$ cat src/rtl/drf_pkg.sv
package drf_pkg;

  typedef enum logic [1:0] {BT_PAUSE, BT_WAKE, BT_RUN} boot_t;

  typedef enum logic [2:0] {PH_IDLE, PH_SETUP, PH_CASLO, PH_RASLO, PH_PRECH} phase_t;

  function automatic int max_of(input int a, input int b);
    return (a > b) ? a : b;
  endfunction

  // Length in cycles of each owned phase of a refresh cycle.
  function automatic int ph_len(input phase_t p, input int rpc, input int csr,
                                input int ras, input int rp);
    case (p)
      PH_SETUP: return rpc;
      PH_CASLO: return csr;
      PH_RASLO: return ras;
      PH_PRECH: return rp;
      default:  return 1;
    endcase
  endfunction

  function automatic phase_t ph_next(input phase_t p);
    case (p)
      PH_SETUP: return PH_CASLO;
      PH_CASLO: return PH_RASLO;
      PH_RASLO: return PH_PRECH;
      default:  return PH_IDLE;
    endcase
  endfunction

  // CAS is low from its set-up phase until chr cycles into the RAS-low phase.
  function automatic logic cas_active(input phase_t p, input int cnt, input int chr);
    return (p == PH_CASLO) || ((p == PH_RASLO) && (cnt < chr));
  endfunction

endpackage

$ cat src/rtl/drf_tick.sv
module drf_tick #(
  parameter int INTERVAL_CYC = 3120
) (
  input  logic clk,
  input  logic rst_n,
  input  logic run_i,
  output logic tick_o
);
  localparam int TW = $clog2(INTERVAL_CYC);

  logic [TW-1:0] cnt_q;

  assign tick_o = run_i && (cnt_q == TW'(INTERVAL_CYC - 1));

  always_ff @(posedge clk) begin
    if (!rst_n || !run_i) cnt_q <= '0;
    else if (tick_o)      cnt_q <= '0;
    else                  cnt_q <= cnt_q + 1'b1;
  end

  // period ends are isolated single-cycle events
  a_r8_tick_isolated: assert property (@(posedge clk) disable iff (!rst_n)
    tick_o |=> !tick_o);

endmodule

$ cat src/rtl/drf_pend.sv
module drf_pend #(
  parameter int PEND_MAX = 3
) (
  input  logic clk,
  input  logic rst_n,
  input  logic inc_i,
  input  logic dec_i,
  output logic pend_nz_o,
  output logic ovf_o
);
  localparam int PW = $clog2(PEND_MAX + 1);

  logic [PW-1:0] cnt_q;
  logic          full_w;

  assign full_w    = (cnt_q == PW'(PEND_MAX));
  assign pend_nz_o = (cnt_q != '0);

  always_ff @(posedge clk) begin
    if (!rst_n) begin
      cnt_q <= '0;
      ovf_o <= 1'b0;
    end else begin
      case ({inc_i, dec_i})
        2'b10: if (full_w) ovf_o <= 1'b1; else cnt_q <= cnt_q + 1'b1;
        2'b01: cnt_q <= cnt_q - 1'b1;
        default: ;
      endcase
    end
  end

  a_r9_pend_bound: assert property (@(posedge clk) disable iff (!rst_n)
    cnt_q <= PW'(PEND_MAX));
  a_r9_dec_only_when_owed: assert property (@(posedge clk) disable iff (!rst_n)
    dec_i |-> pend_nz_o);
  a_r10_ovf_sticky: assert property (@(posedge clk) disable iff (!rst_n)
    ovf_o |=> ovf_o);

endmodule

$ cat src/rtl/drf_cbr_seq.sv
module drf_cbr_seq
  import drf_pkg::*;
#(
  parameter int RPC_CYC = 1,
  parameter int CSR_CYC = 1,
  parameter int CHR_CYC = 2,
  parameter int RAS_CYC = 9,
  parameter int RP_CYC  = 7
) (
  input  logic clk,
  input  logic rst_n,
  input  logic start_i,
  output logic busy_o,
  output logic ras_n_o,
  output logic cas_n_o
);
  localparam int LMAX = max_of(max_of(RPC_CYC, CSR_CYC), max_of(RAS_CYC, RP_CYC));
  localparam int CW   = $clog2(LMAX + 1);

  phase_t        ph_q;
  logic [CW-1:0] cnt_q;
  logic          last_w;

  assign last_w  = (ph_q != PH_IDLE) &&
                   (int'(cnt_q) == ph_len(ph_q, RPC_CYC, CSR_CYC, RAS_CYC, RP_CYC) - 1);
  assign busy_o  = (ph_q != PH_IDLE);
  assign ras_n_o = (ph_q != PH_RASLO);
  assign cas_n_o = !cas_active(ph_q, int'(cnt_q), CHR_CYC);

  always_ff @(posedge clk) begin
    if (!rst_n) begin
      ph_q  <= PH_IDLE;
      cnt_q <= '0;
    end else if (ph_q == PH_IDLE) begin
      cnt_q <= '0;
      if (start_i) ph_q <= PH_SETUP;
    end else if (last_w) begin
      ph_q  <= ph_next(ph_q);
      cnt_q <= '0;
    end else begin
      cnt_q <= cnt_q + 1'b1;
    end
  end

  a_r3_cas_leads_ras: assert property (@(posedge clk) disable iff (!rst_n)
    $fell(ras_n_o) |-> (!cas_n_o && !$past(cas_n_o)));
  a_r6_cas_falls_in_precharge: assert property (@(posedge clk) disable iff (!rst_n)
    $fell(cas_n_o) |-> ras_n_o);
  a_r7_start_takes_bus: assert property (@(posedge clk) disable iff (!rst_n)
    (start_i && !busy_o) |=> busy_o);

endmodule

$ cat src/rtl/dram_refresh_sequencer.sv
module dram_refresh_sequencer
  import drf_pkg::*;
#(
  parameter int PAUSE_CYC    = 40000,
  parameter int WAKE_CNT     = 8,
  parameter int INTERVAL_CYC = 3120,
  parameter int PEND_MAX     = 3,
  parameter int RPC_CYC      = 1,
  parameter int CSR_CYC      = 1,
  parameter int CHR_CYC      = 2,
  parameter int RAS_CYC      = 9,
  parameter int RP_CYC       = 7
) (
  input  logic clk,
  input  logic rst_n,
  output logic ready_o,
  output logic ref_req_o,
  input  logic ref_gnt_i,
  output logic bus_own_o,
  output logic ras_n_o,
  output logic cas_n_o,
  output logic we_n_o,
  output logic pend_ovf_o
);
  localparam int PCW = $clog2(PAUSE_CYC + 1);
  localparam int WW  = $clog2(WAKE_CNT + 1);

  boot_t          st_q;
  logic [PCW-1:0] pcnt_q;
  logic [WW-1:0]  wake_left_q;
  logic           seq_busy, tick, pend_nz, start, in_pause;

  assign in_pause  = (st_q == BT_PAUSE);
  assign ready_o   = (st_q == BT_RUN);
  assign ref_req_o = !seq_busy &&
                     (((st_q == BT_WAKE) && (wake_left_q != '0)) ||
                      ((st_q == BT_RUN) && pend_nz));
  assign start     = ref_req_o && ref_gnt_i;
  assign bus_own_o = seq_busy;
  assign we_n_o    = 1'b1;

  always_ff @(posedge clk) begin
    if (!rst_n) begin
      st_q        <= BT_PAUSE;
      pcnt_q      <= '0;
      wake_left_q <= WW'(WAKE_CNT);
    end else begin
      case (st_q)
        BT_PAUSE: begin
          if (pcnt_q == PCW'(PAUSE_CYC - 1)) st_q <= BT_WAKE;
          else                               pcnt_q <= pcnt_q + 1'b1;
        end
        BT_WAKE: begin
          if (start) wake_left_q <= wake_left_q - 1'b1;
          else if ((wake_left_q == '0) && !seq_busy) st_q <= BT_RUN;
        end
        default: ;
      endcase
    end
  end

  drf_tick #(.INTERVAL_CYC(INTERVAL_CYC)) u_tick (
    .clk(clk), .rst_n(rst_n), .run_i(ready_o), .tick_o(tick));

  drf_pend #(.PEND_MAX(PEND_MAX)) u_pend (
    .clk(clk), .rst_n(rst_n), .inc_i(tick), .dec_i(start && ready_o),
    .pend_nz_o(pend_nz), .ovf_o(pend_ovf_o));

  drf_cbr_seq #(.RPC_CYC(RPC_CYC), .CSR_CYC(CSR_CYC), .CHR_CYC(CHR_CYC),
                .RAS_CYC(RAS_CYC), .RP_CYC(RP_CYC)) u_seq (
    .clk(clk), .rst_n(rst_n), .start_i(start), .busy_o(seq_busy),
    .ras_n_o(ras_n_o), .cas_n_o(cas_n_o));

  a_r1_quiet_in_pause: assert property (@(posedge clk) disable iff (!rst_n)
    in_pause |-> (!ref_req_o && !bus_own_o && ras_n_o && cas_n_o));
  a_r2_ready_holds: assert property (@(posedge clk) disable iff (!rst_n)
    ready_o |=> ready_o);
  a_r2_ready_with_bus_free: assert property (@(posedge clk) disable iff (!rst_n)
    $rose(ready_o) |-> !bus_own_o);
  a_r7_no_req_while_owned: assert property (@(posedge clk) disable iff (!rst_n)
    bus_own_o |-> !ref_req_o);

endmodule

$ cat config.mk
export PLATFORM = sky130hd
export DESIGN_NAME = dram_refresh_sequencer
export DESIGN_NICKNAME = d
export VERILOG_FILES = /design/src/rtl/drf_pkg.sv /design/src/rtl/drf_tick.sv /design/src/rtl/drf_pend.sv /design/src/rtl/drf_cbr_seq.sv /design/src/rtl/dram_refresh_sequencer.sv
export SDC_FILE = /design/constraint.sdc
export NUM_CORES = 1
export LEC_CHECK = 0
export ABC_AREA = 1
export BUFFER_PORTS_ARGS = -buffer_cell sky130_fd_sc_hd__buf_2
export CAP_MARGIN = 30
export CORE_UTILIZATION = 29
export DETAILED_ROUTE_END_ITERATION = 7
export SYNTH_ARGS = -nofsm -noshare
export SYNTH_HDL_FRONTEND = slang
export SYNTH_SLANG_ARGS = --single-unit
$ cat constraint.sdc
create_clock -name clk -period 3.5 [get_ports clk]
set_input_delay 0 -clock clk [delete_from_list [all_inputs] [get_ports clk]]
set_output_delay 0 -clock clk [all_outputs]
set_load 0.01 [all_outputs]
Word level (Yosys, flattened, before mapping)
Cells that the tools add are included.
{ "totals": {"word_cells": 80, "ff_bits": 44, "inputBits": 3, "out_inout_bits": 7} }
{ "op_classes": {"n_eq_ne": 18, "bitwise": 2, "muxes": 11, "n_lt_le_gt_ge": 1, "add_sub_neg": 7, "reduce_logical": 33} }
{ "ops": {"columns": ["op", "n"], "rows": [
  ["equality test 5 x 32 -> 1 bit", 1],
  ["adder 16 x 1 -> 16 bit, second input constant", 1],
  ["equality test 16 bit, second input constant", 1],
  ["adder 12 x 1 -> 12 bit, second input constant", 1],
  ["equality test 12 bit, second input constant", 1],
  ["AND reduction 2 bit", 5],
  ["logical AND 1 bit", 9],
  ["two-way mux 3 bit", 3],
  ["case mux 3 bit (3 select lines)", 1],
  ["two-way mux 2 bit", 4],
  ["case mux 2 bit (2 select lines)", 2],
  ["case mux 4 bit (2 select lines)", 1],
  ["nonzero test 2 bit", 4],
  ["equality test 2 bit, second input constant", 3],
  ["equality test 3 x 2 -> 1 bit, second input constant", 2],
  ["!= test 2 bit, second input constant", 3],
  ["subtractor 4 x 1 -> 5 bit, second input constant", 1],
  ["adder 4 x 1 -> 4 bit, second input constant", 1],
  ["equality test 2 x 1 -> 1 bit, second input constant", 2],
  ["zero test 1 bit", 4],
  ["zero test 4 bit", 1],
  ["< comparator 4 x 2 -> 1 bit, second input constant", 1],
  ["!= test 2 x 1 -> 1 bit, second input constant", 2],
  ["AND reduction 4 bit", 1],
  ["other kinds (14)", 17]
]} }

Longest topological paths before layout
Gate-level depths: netlist of the first run.
{ "depth": {"ltp_word": 9, "ltp_mapped": 11, "ltp_nobuf": 11} }

Cells and area by module
Synthesis of the first run repeated with hierarchy kept, for this count alone.
{ "unflattened": {"cells_unflattened": 375, "hier_area_um2": 2565.0} }
{ "by_module_without_submodules": {"columns": ["mod", "seq_area_each_um2", "cells_each", "instances", "area_per_inst_um2"], "rows": [
  ["dram_refresh_sequencer", 440.4, 212, 1, 1421.4],
  ["drf_tick", 240.2, 84, 1, 593.1],
  ["drf_cbr_seq", 140.1, 53, 1, 399.1],
  ["drf_pend", 60.1, 26, 1, 151.4]
]} }

Least setup slack after synthesis of the first run
Ideal clock, no wire load.
{ "synth_path": {"path_type": "reg2reg", "start": "register pcnt_q[0]", "end": "register pcnt_q[11]", "setup_slack_ps": 2080, "required_ps": 3366, "setup_time_ps": 134, "synth_period_minus_slack_ps": 1420, "path_stages_with_launch": 10, "n_path_buf": 1, "t_arrival_ps": 1286, "path_cell_list": "dfxtp_1 > ha_1 > nand3_2 > nor3_2 > nand2_1 > nand2_4 > inv_4 > buf_6 > o21ai_1 > a21oi_1"} }
{ "synth_between": {"elab_chain_len": 3, "word_cells_on_any_way": 4, "cone_classes": "add/sub: 1; eq/ne: 1; bitwise: 1; reduce/logical: 1"} }
{ "synth_rtl": {"columns": ["item", "line", "source"], "rows": [
  ["start, declared", "dram_refresh_sequencer.sv:29", "logic [PCW-1:0] pcnt_q;"],
  ["start signal, assigned", "dram_refresh_sequencer.sv:51", "else pcnt_q <= pcnt_q + 1'b1;"],
  ["parallel branches: the longest is 3 deep, another holds adder 16 x 1 -> 16 bit", null, null]
]} }
Several ways; the timed one is not identified.
A chain may end at the register's enable or synchronous reset.

Final worst setup path of the first run
{ "layout_path": {"start": "register pcnt_q[0]", "end": "register pcnt_q[0]"} }
Same word-level chain as after synthesis.

==> results of run 1 <==
## where the power goes
| group | switching (mW) | internal (mW) |
|---|---|---|
| clock | 0.177 | 0.161 |
| combinational | 0.145 | 0.0714 |
| sequential | 0.0311 | 0.527 |
| total | 0.353 | 0.759 |
## layer usage
metal | vias up | share of wire, % | track usage [%]
met3 | 7 | 2.8 | 2.32
li1 | 1115 | - | -
met5 | - | 0 | 0
met1 | 923 | 51 | 15.6
met4 | 0 | 1.3 | 3.65
met2 | 30 | 45 | 20.1
## critical path: cells and delay by family (launching register included)
family                   cells  cell delay, ns
buffers and inverters        1            0.11
AND/OR/NAND/NOR              4            0.57
adder cells (fa/ha/maj)      1            0.26
AO/OA/AOI/OAI                2            0.22
flip-flops                   1            0.40
## path summary, 6_finish.rpt
path              depth (start not counted)               to  slack (ns)
hold / removal                            2   wake_left_q[3]        0.07
setup / recovery                          8        pcnt_q[0]        1.82
hold reg to reg                           1  u_tick.cnt_q[0]        0.45
setup reg to reg                          8        pcnt_q[0]        1.82
## cell families after synthesis
kind of cell | Yosys count
flip-flops | 44
XOR/XNOR | 11
AO/OA/AOI/OAI | 46
adder cells (fa/ha/maj) | 4
other | 1
buffers and inverters | 52
AND/OR/NAND/NOR | 187
## layout make-up
class                   instances  area share [%]
multi-input cells             249            49.0
flip-flops and latches         44            34.2
inverters                      45            6.65
well taps                     102            4.95
clock buffers                   7            3.35
repair buffers                  8            1.55
clock inverters                 1           0.291
## cell usage in the layout (no fill, tap or decap), types with 2 or more instances in the layout
cell type,n
sky130_fd_sc_hd__inv_2,2
sky130_fd_sc_hd__xnor2_1,3
sky130_fd_sc_hd__nor2_1,52
sky130_fd_sc_hd__nor3_2,4
sky130_fd_sc_hd__nand3_2,2
sky130_fd_sc_hd__ha_1,4
sky130_fd_sc_hd__o21ai_0,11
sky130_fd_sc_hd__nand2_2,4
sky130_fd_sc_hd__xor2_1,8
sky130_fd_sc_hd__inv_1,42
sky130_fd_sc_hd__nand2_1,73
sky130_fd_sc_hd__nor2_2,2
sky130_fd_sc_hd__a21oi_1,25
sky130_fd_sc_hd__nand3_1,26
sky130_fd_sc_hd__clkbuf_8,6
sky130_fd_sc_hd__nor3_1,9
sky130_fd_sc_hd__o21ai_1,6
sky130_fd_sc_hd__dfxtp_1,44
sky130_fd_sc_hd__nand4_1,7
sky130_fd_sc_hd__buf_2,8
## flip-flops by register name, summed over array words and instances, names as in the netlist
signal        flops
st_q              2
u_seq.cnt_q       4
pcnt_q           16
u_pend.ovf_o      1
wake_left_q       4
u_pend.cnt_q      2
u_seq.ph_q        3
u_tick.cnt_q     12
## stage by stage
stage | instance area (µm²) | hold WS (ns) | setup WS [ns]
floorplan | 2360 | 0.307 | 2.08
global placement | 2480 | 0.379 | 1.93
detailed placement | 2480 | 0.374 | 1.85
CTS | 2580 | 0.0590 | 1.84
global route | 2580 | 0.0759 | 1.70
finish | 2580 | 0.0660 | 1.82
==> impl_metrics.py, run 1 <==
metrics = {
    "finish": {
        "ff_latch_area_um2": 881,
        "fillers": 850,
        "final_nets": 360,
        "layout_cells_excl_fill": 456,
        "num_antenna_cells": 0,
        "syn_to_final_growth_pct": 9.11,
        "drive_gt1_share_pct": 10.2,
        "postLayoutCoreUtil_pct": 33.0,
        "multi_input_comb_area_um2": 1260,
    },
    "die": {
        "ioPinCount": 10,
        "die_height_um": 92.2,
        "design.die.area_um2": 8510,
        "core_region_area_um2": 7810,
        "rows": 32,
        "chipWidth_um": 92.2,
        "initial_utilization_pct": 30.2,
    },
    "synth": {
        "area_share_of_and_or_nand_nor_cells_after_synthesis_pct": 36.9,
        "yosys.area.top_type_share_pct": 37.3,
        "synth_area_leaders": "sky130_fd_sc_hd__dfxtp_1 37%, sky130_fd_sc_hd__nand2_1 12%, sky130_fd_sc_hd__nor2_1 8.3%, sky130_fd_sc_hd__inv_1 6.7%, sky130_fd_sc_hd__nand3_1 5.5%",
        "synth_async_sr_flop_share_pct": 0,
        "dominantRegCellSynth": "sky130_fd_sc_hd__dfxtp_1",
        "synth-compound-area-share_pct": 10.2,
        "synth_adder_area_share_pct": 2.12,
        "combinational_family_with_the_most_area_after_synthesis": "simple AND/OR/NAND/NOR gates",
        "synth_top_area_cell": "sky130_fd_sc_hd__dfxtp_1",
        "postSynthCellCount": 345,
        "post_synth_most_frequent_cells": "73 x sky130_fd_sc_hd__nand2_1, 52 x sky130_fd_sc_hd__nor2_1, 44 x sky130_fd_sc_hd__dfxtp_1",
        "yosysWarnings": 0,
        "synth.yosys.seq_area_share_pct": 37.3,
        "postSynthRegisterBits": 44,
        "synth_most_common_cell": "sky130_fd_sc_hd__nand2_1",
        "edff_count_synth": 0,
        "muxShareOfSynthArea_pct": 0,
        "synth.net_count": 352,
        "synth_area_um2": 2360,
        "synth_area_per_cell_um2": 6.84,
        "xor_and_xnor_fraction_of_the_mapped_netlist_area_pct": 4.08,
        "synth_cell_types": 36,
    },
    "setup_path": {
        "timing.critical_path.to_type": "flop",
        "cp_data_arrival_time_ns": 1.86,
        "slowest_delay_ns": 0.40,
        "worstReg2RegStart": "pcnt_q[0]",
        "crit_path_max_fanout": 17,
        "critical_path.startpoint_type": "flop",
        "critical_path.cell_chain": "ha_1 -> nand3_2 -> nor3_2 -> nand2_1 -> nand2_4 -> inv_4 -> o21ai_0 -> a21oi_1",
        "timing.critical_path.slowest_stage_cell": "sky130_fd_sc_hd__dfxtp_1",
        "critical_path.startpoint": "pcnt_q[0]",
        "crit_required_ns": 3.68,
        "critical_path_class": "reg2reg",
    },
    "timing": {
        "period_share_pct": 47.9,
        "fin_setup_tns_ns": 0,
        "timing.final.setup_violations": 0,
        "finalCriticalPeriod_ns": 1.68,
        "maxSlewViolCount": 0,
        "grt_setup_unrepaired": "no",
        "tightest_slew_ns": 0.509,
        "worst_clock_skew_ns": 0.00914,
        "timing.max_slew.rel_slack_pct": 66.0,
        "final-hold-violation-count": 0,
        "max_clock_freq_ghz": 0.597,
    },
    "grt": {
        "grt-ovfl-total": 0,
        "grt_util_all_layers_pct": 12.0,
        "first_global_vias": 1911,
        "wire_length_of_the_first_global_routing_pass_um": 8400,
        "grt_start_max_net_pins": 18,
        "grt_antenna_before_repair": 0,
    },
    "cts": {
        "clock_tree.htree_level_count": 2,
        "worstSkewPairLatency_ns": 0.30,
        "cts_tree": "yes",
        "cts_root_buf": "sky130_fd_sc_hd__clkbuf_8",
        "post_cts_resize_count": 0,
        "cts_made_buffers": 5,
        "clk_pin_slew_ns": 0.08,
        "number_of_hold_buffers_added_after_cts": 0,
        "cts_setup_buffers": 0,
        "cts.sink_count": 44,
        "clock_path_buffers": 2,
    },
    "pwr": {
        "p_leak_nw": 0.948,
        "vdd_ir_drop_max_uv": 271,
        "power_density_nw_per_um2": 432,
        "p_total_mw": 1.11,
    },
    "detailed_routing": {
        "firstDrtPassIters": 4,
        "drt_first_iter_violations": 140,
        "antenna_nets_post_route": 0,
        "drcViolationCount": 0,
        "route.final.wire_length_um": 4700,
        "vias_per_cell": 4.55,
        "route.vias.total": 2075,
        "wl_per_cell_um": 10.3,
    },
    "placed_design": {
        "io_buffer_count": 8,
        "gp_routability_congestion": 0.836,
        "place.detailed.hpwl_um": 3380,
        "placed_cells": 448,
    },
    "hold_path": {
        "hold_path_class": "in2reg",
        "holdCritStartpoint": "rst_n",
    },
    "run_status": {
        "status": "finished, final reports clean",
    },
    "job": {
        "cap_viol_max_count": 0,
    },
}
(Power assumes the default switching activity.)
==> inputs of run 2 (changes only) <==
--- a/config.mk
+++ b/config.mk
@@ -5,7 +5,7 @@
 export SDC_FILE = /design/constraint.sdc
 export NUM_CORES = 1
 export LEC_CHECK = 0
-export ABC_AREA = 1
+export ABC_AREA = 0
 export BUFFER_PORTS_ARGS = -buffer_cell sky130_fd_sc_hd__buf_2
 export CAP_MARGIN = 30
 export CORE_UTILIZATION = 29
==> constraint.sdc (replaced) <==
create_clock -name clk -period 1.72 [get_ports clk]
set_input_delay 0 -clock clk [delete_from_list [all_inputs] [get_ports clk]]
set_output_delay 0 -clock clk [all_outputs]
set_load 0.01 [all_outputs]
==> impl_metrics.py, run 2 <==
metrics = {
    "run_status": {
        "status": "finished, final reports clean",
    },
    "setup_path": {
        "crit_path_max_fanout": 7,
        "timing.reg2reg.setup_slack_ns": 0.02,
        "worstReg2RegStart": "u_seq.ph_q[2]",
        "timing.critical_path.to_type": "flop",
        "worstRegToRegCells": 5,
        "cp_data_arrival_time_ns": 1.89,
        "crit_required_ns": 1.90,
        "timing.rr.end": "wake_left_q[0]",
        "critical_path_class": "reg2reg",
        "slowest_delay_ns": 0.59,
        "critical_path.startpoint_type": "flop",
        "critical_path.cell_chain": "or4b_4 -> nor3_4 -> buf_4 -> xnor2_1 -> nor2_1",
        "timing.critical_path.slowest_stage_cell": "sky130_fd_sc_hd__or4b_4",
    },
    "timing": {
        "final-hold-violation-count": 0,
        "maxSlewViolCount": 0,
        "fin_setup_tns_ns": 0,
        "worst_clock_skew_ns": 0.00555,
        "grt_setup_unrepaired": "yes",
        "finalCriticalPeriod_ns": 1.70,
        "period_share_pct": 99.0,
        "timing.final.setup_violations": 0,
        "max_clock_freq_ghz": 0.588,
    },
    "placed_design": {
        "place.detailed.hpwl_um": 2960,
        "io_buffer_count": 8,
        "placed_cells": 356,
        "gp_routability_congestion": 0.765,
    },
    "grt": {
        "first_global_vias": 1610,
        "grt-ovfl-total": 0,
        "grt_start_max_net_pins": 22,
        "grt_util_all_layers_pct": 11.5,
        "wire_length_of_the_first_global_routing_pass_um": 6970,
        "gr-usage-met1_pct": 14.4,
        "grt_antenna_before_repair": 0,
        "gr-usage-met2_pct": 19.3,
        "grt.busiest_layer": "met2",
        "grtUsageMet3_pct": 2.37,
    },
    "die": {
        "initial_utilization_pct": 30.6,
        "chipWidth_um": 87.4,
        "core_region_area_um2": 6910,
        "design.die.area_um2": 7630,
        "rows": 30,
        "die_height_um": 87.4,
        "ioPinCount": 10,
    },
    "synth": {
        "postSynthCellCount": 243,
        "post_synth_most_frequent_cells": "44 x sky130_fd_sc_hd__dfxtp_1, 34 x sky130_fd_sc_hd__nor2_1, 17 x sky130_fd_sc_hd__nand2_1",
        "yosys.area.top_type_share_pct": 41.7,
        "edff_count_synth": 0,
        "postSynthRegisterBits": 44,
        "synth_top_area_cell": "sky130_fd_sc_hd__dfxtp_1",
        "synth.net_count": 250,
        "dominantRegCellSynth": "sky130_fd_sc_hd__dfxtp_1",
        "synth_area_leaders": "sky130_fd_sc_hd__dfxtp_1 42%, sky130_fd_sc_hd__nor2_1 6.0%, sky130_fd_sc_hd__xor2_1 5.4%, sky130_fd_sc_hd__xnor2_1 4.6%, sky130_fd_sc_hd__nand3_1 3.1%",
        "synth_area_per_cell_um2": 8.70,
        "synth_async_sr_flop_share_pct": 0,
        "yosysWarnings": 0,
        "synth.yosys.seq_area_share_pct": 41.7,
        "synth_area_um2": 2110,
        "synth_cell_types": 53,
        "synth_most_common_cell": "sky130_fd_sc_hd__dfxtp_1",
    },
    "hold_path": {
        "hold_path_class": "in2reg",
        "whs_endpoint": "u_pend.cnt_q[1]",
        "holdCritStartpoint": "ref_gnt_i",
        "hold-path-cell-count": 5,
    },
    "pwr": {
        "p_leak_nw": 0.901,
        "power_density_nw_per_um2": 817,
        "p_total_mw": 2.04,
        "vdd_ir_drop_max_uv": 243,
    },
    "finish": {
        "largest-register": "pcnt_q",
        "max_reg_flops": 16,
        "drive_gt1_share_pct": 20.3,
        "most_common_cell_after_layout_fill_and_taps_aside": "sky130_fd_sc_hd__dfxtp_1",
        "layout_cells_excl_fill": 367,
        "postLayoutCoreUtil_pct": 36.2,
        "commonest_non_fill_non_tap_cells_in_the_layout": "40 x sky130_fd_sc_hd__dfxtp_1, 34 x sky130_fd_sc_hd__nor2_1, 18 x sky130_fd_sc_hd__buf_4",
        "num_antenna_cells": 0,
        "final_nets": 277,
        "reg_top3": "pcnt_q x16, u_tick.cnt_q x12",
        "syn_to_final_growth_pct": 18.4,
    },
    "detailed_routing": {
        "route.final.wire_length_um": 4150,
        "route.vias.total": 1736,
        "firstDrtPassIters": 4,
        "vias_per_cell": 4.73,
        "drcViolationCount": 0,
        "wl_per_cell_um": 11.3,
        "drt_first_iter_violations": 43,
        "antenna_nets_post_route": 0,
    },
    "job": {
        "cap_viol_max_count": 0,
    },
    "cts": {
        "cts_root_buf": "sky130_fd_sc_hd__clkbuf_8",
        "cts_made_buffers": 5,
        "clk_pin_slew_ns": 0.08,
        "cts.sink_count": 44,
        "clock_tree.htree_level_count": 2,
        "cts_tree": "yes",
        "clock_path_buffers": 2,
        "worstSkewPairLatency_ns": 0.30,
    },
}
## run 2: changes by cell type after synthesis, sizes merged, moves of 4 or more
cell	before	now
and3	1	7
a21oi	26	9
xor2	8	13
nand3	29	14
xnor2	3	11
nor2	56	35
nand2	78	17
o21a	1	5
inv	45	11
nor4	0	6
o21ai	17	6
## run 2: per-stage QoR
step / area, µm² / hold slack [ns] / worst slack [ns]
global placement: 2360 / 0.313 / 0.0965
detailed placement: 2360 / 0.310 / 0.0500
floorplan: 2110 / 0.285 / 0.0615
CTS: 2460 / 0.190 / 0.0213
finish: 2500 / 0.195 / 0.0180
global route: 2500 / 0.255 / -0.0532
## run 2: power by group
group	total, mW	internal [mW]	switching [mW]
combinational	0.279	0.128	0.151
clock	0.674	0.321	0.353
sequential	1.09	1.05	0.0372
total	2.04	1.50	0.541
## run 2: how the worst max path moves through the flow
stage,startpoint,to,cells past startpoint
after floorplan,u_tick.cnt_q[0],u_pend.cnt_q[0],6
after CTS,wake_left_q[0],u_pend.cnt_q[0],7
final,u_seq.ph_q[2],wake_left_q[0],5
after global routing,u_seq.ph_q[2],wake_left_q[2],5
after global placement,u_tick.cnt_q[0],u_pend.cnt_q[0],6
after detailed placement,wake_left_q[0],u_pend.cnt_q[0],7
## run 2: cell families (layout without fill, tap and decap cells)
| logic type | count (synthesis) | count (layout) | share of synthesized area (%) |
|---|---|---|---|
| compound gates | 34 | 34 | 11.2 |
| xor+xnor | 24 | 24 | 9.95 |
| fa+ha+maj | 4 | 4 | 2.37 |
| buf+inv | 19 | 47 | 3.79 |
| flops | 44 | 44 | 41.7 |
| mux | 2 | 2 | 0.947 |
| other cells | 1 | 1 | 0.177 |
| simple gates | 115 | 115 | 29.8 |
## run 2: layout make-up
| class | count | area [µm²] |
|---|---|---|
| clock inverter | 2 | 10.0 |
| timing repair buffer | 27 | 185 |
| sequential | 44 | 886 |
| fill | 755 | 4410 |
| clock buffer | 6 | 82.6 |
| inverter | 12 | 45.0 |
| tap | 96 | 120 |
| multi-input combinational | 180 | 1170 |
## run 2: worst max-delay path, delay by kind of cell (launching register included)
family	cells	cell delay [ns]
buffers and inverters	1	0.16
DFF	1	0.37
xor gates and xnor gates	1	0.11
and+or+nand+nor	3	0.94
## run 2: routing by layer
metal,share of wire [%],vias up
li1,-,907
met1,51,794
met2,44,27
met3,3.3,8
met4,1.7,0
met5,0,-
## run 2: what timing repair did
action                                  CTS  global route
setup buffers                             0             2
endpoints found under the setup margin    0             8
hold buffers                              1             0
gates resized for setup                   0             8
endpoints found under the hold margin     1             0
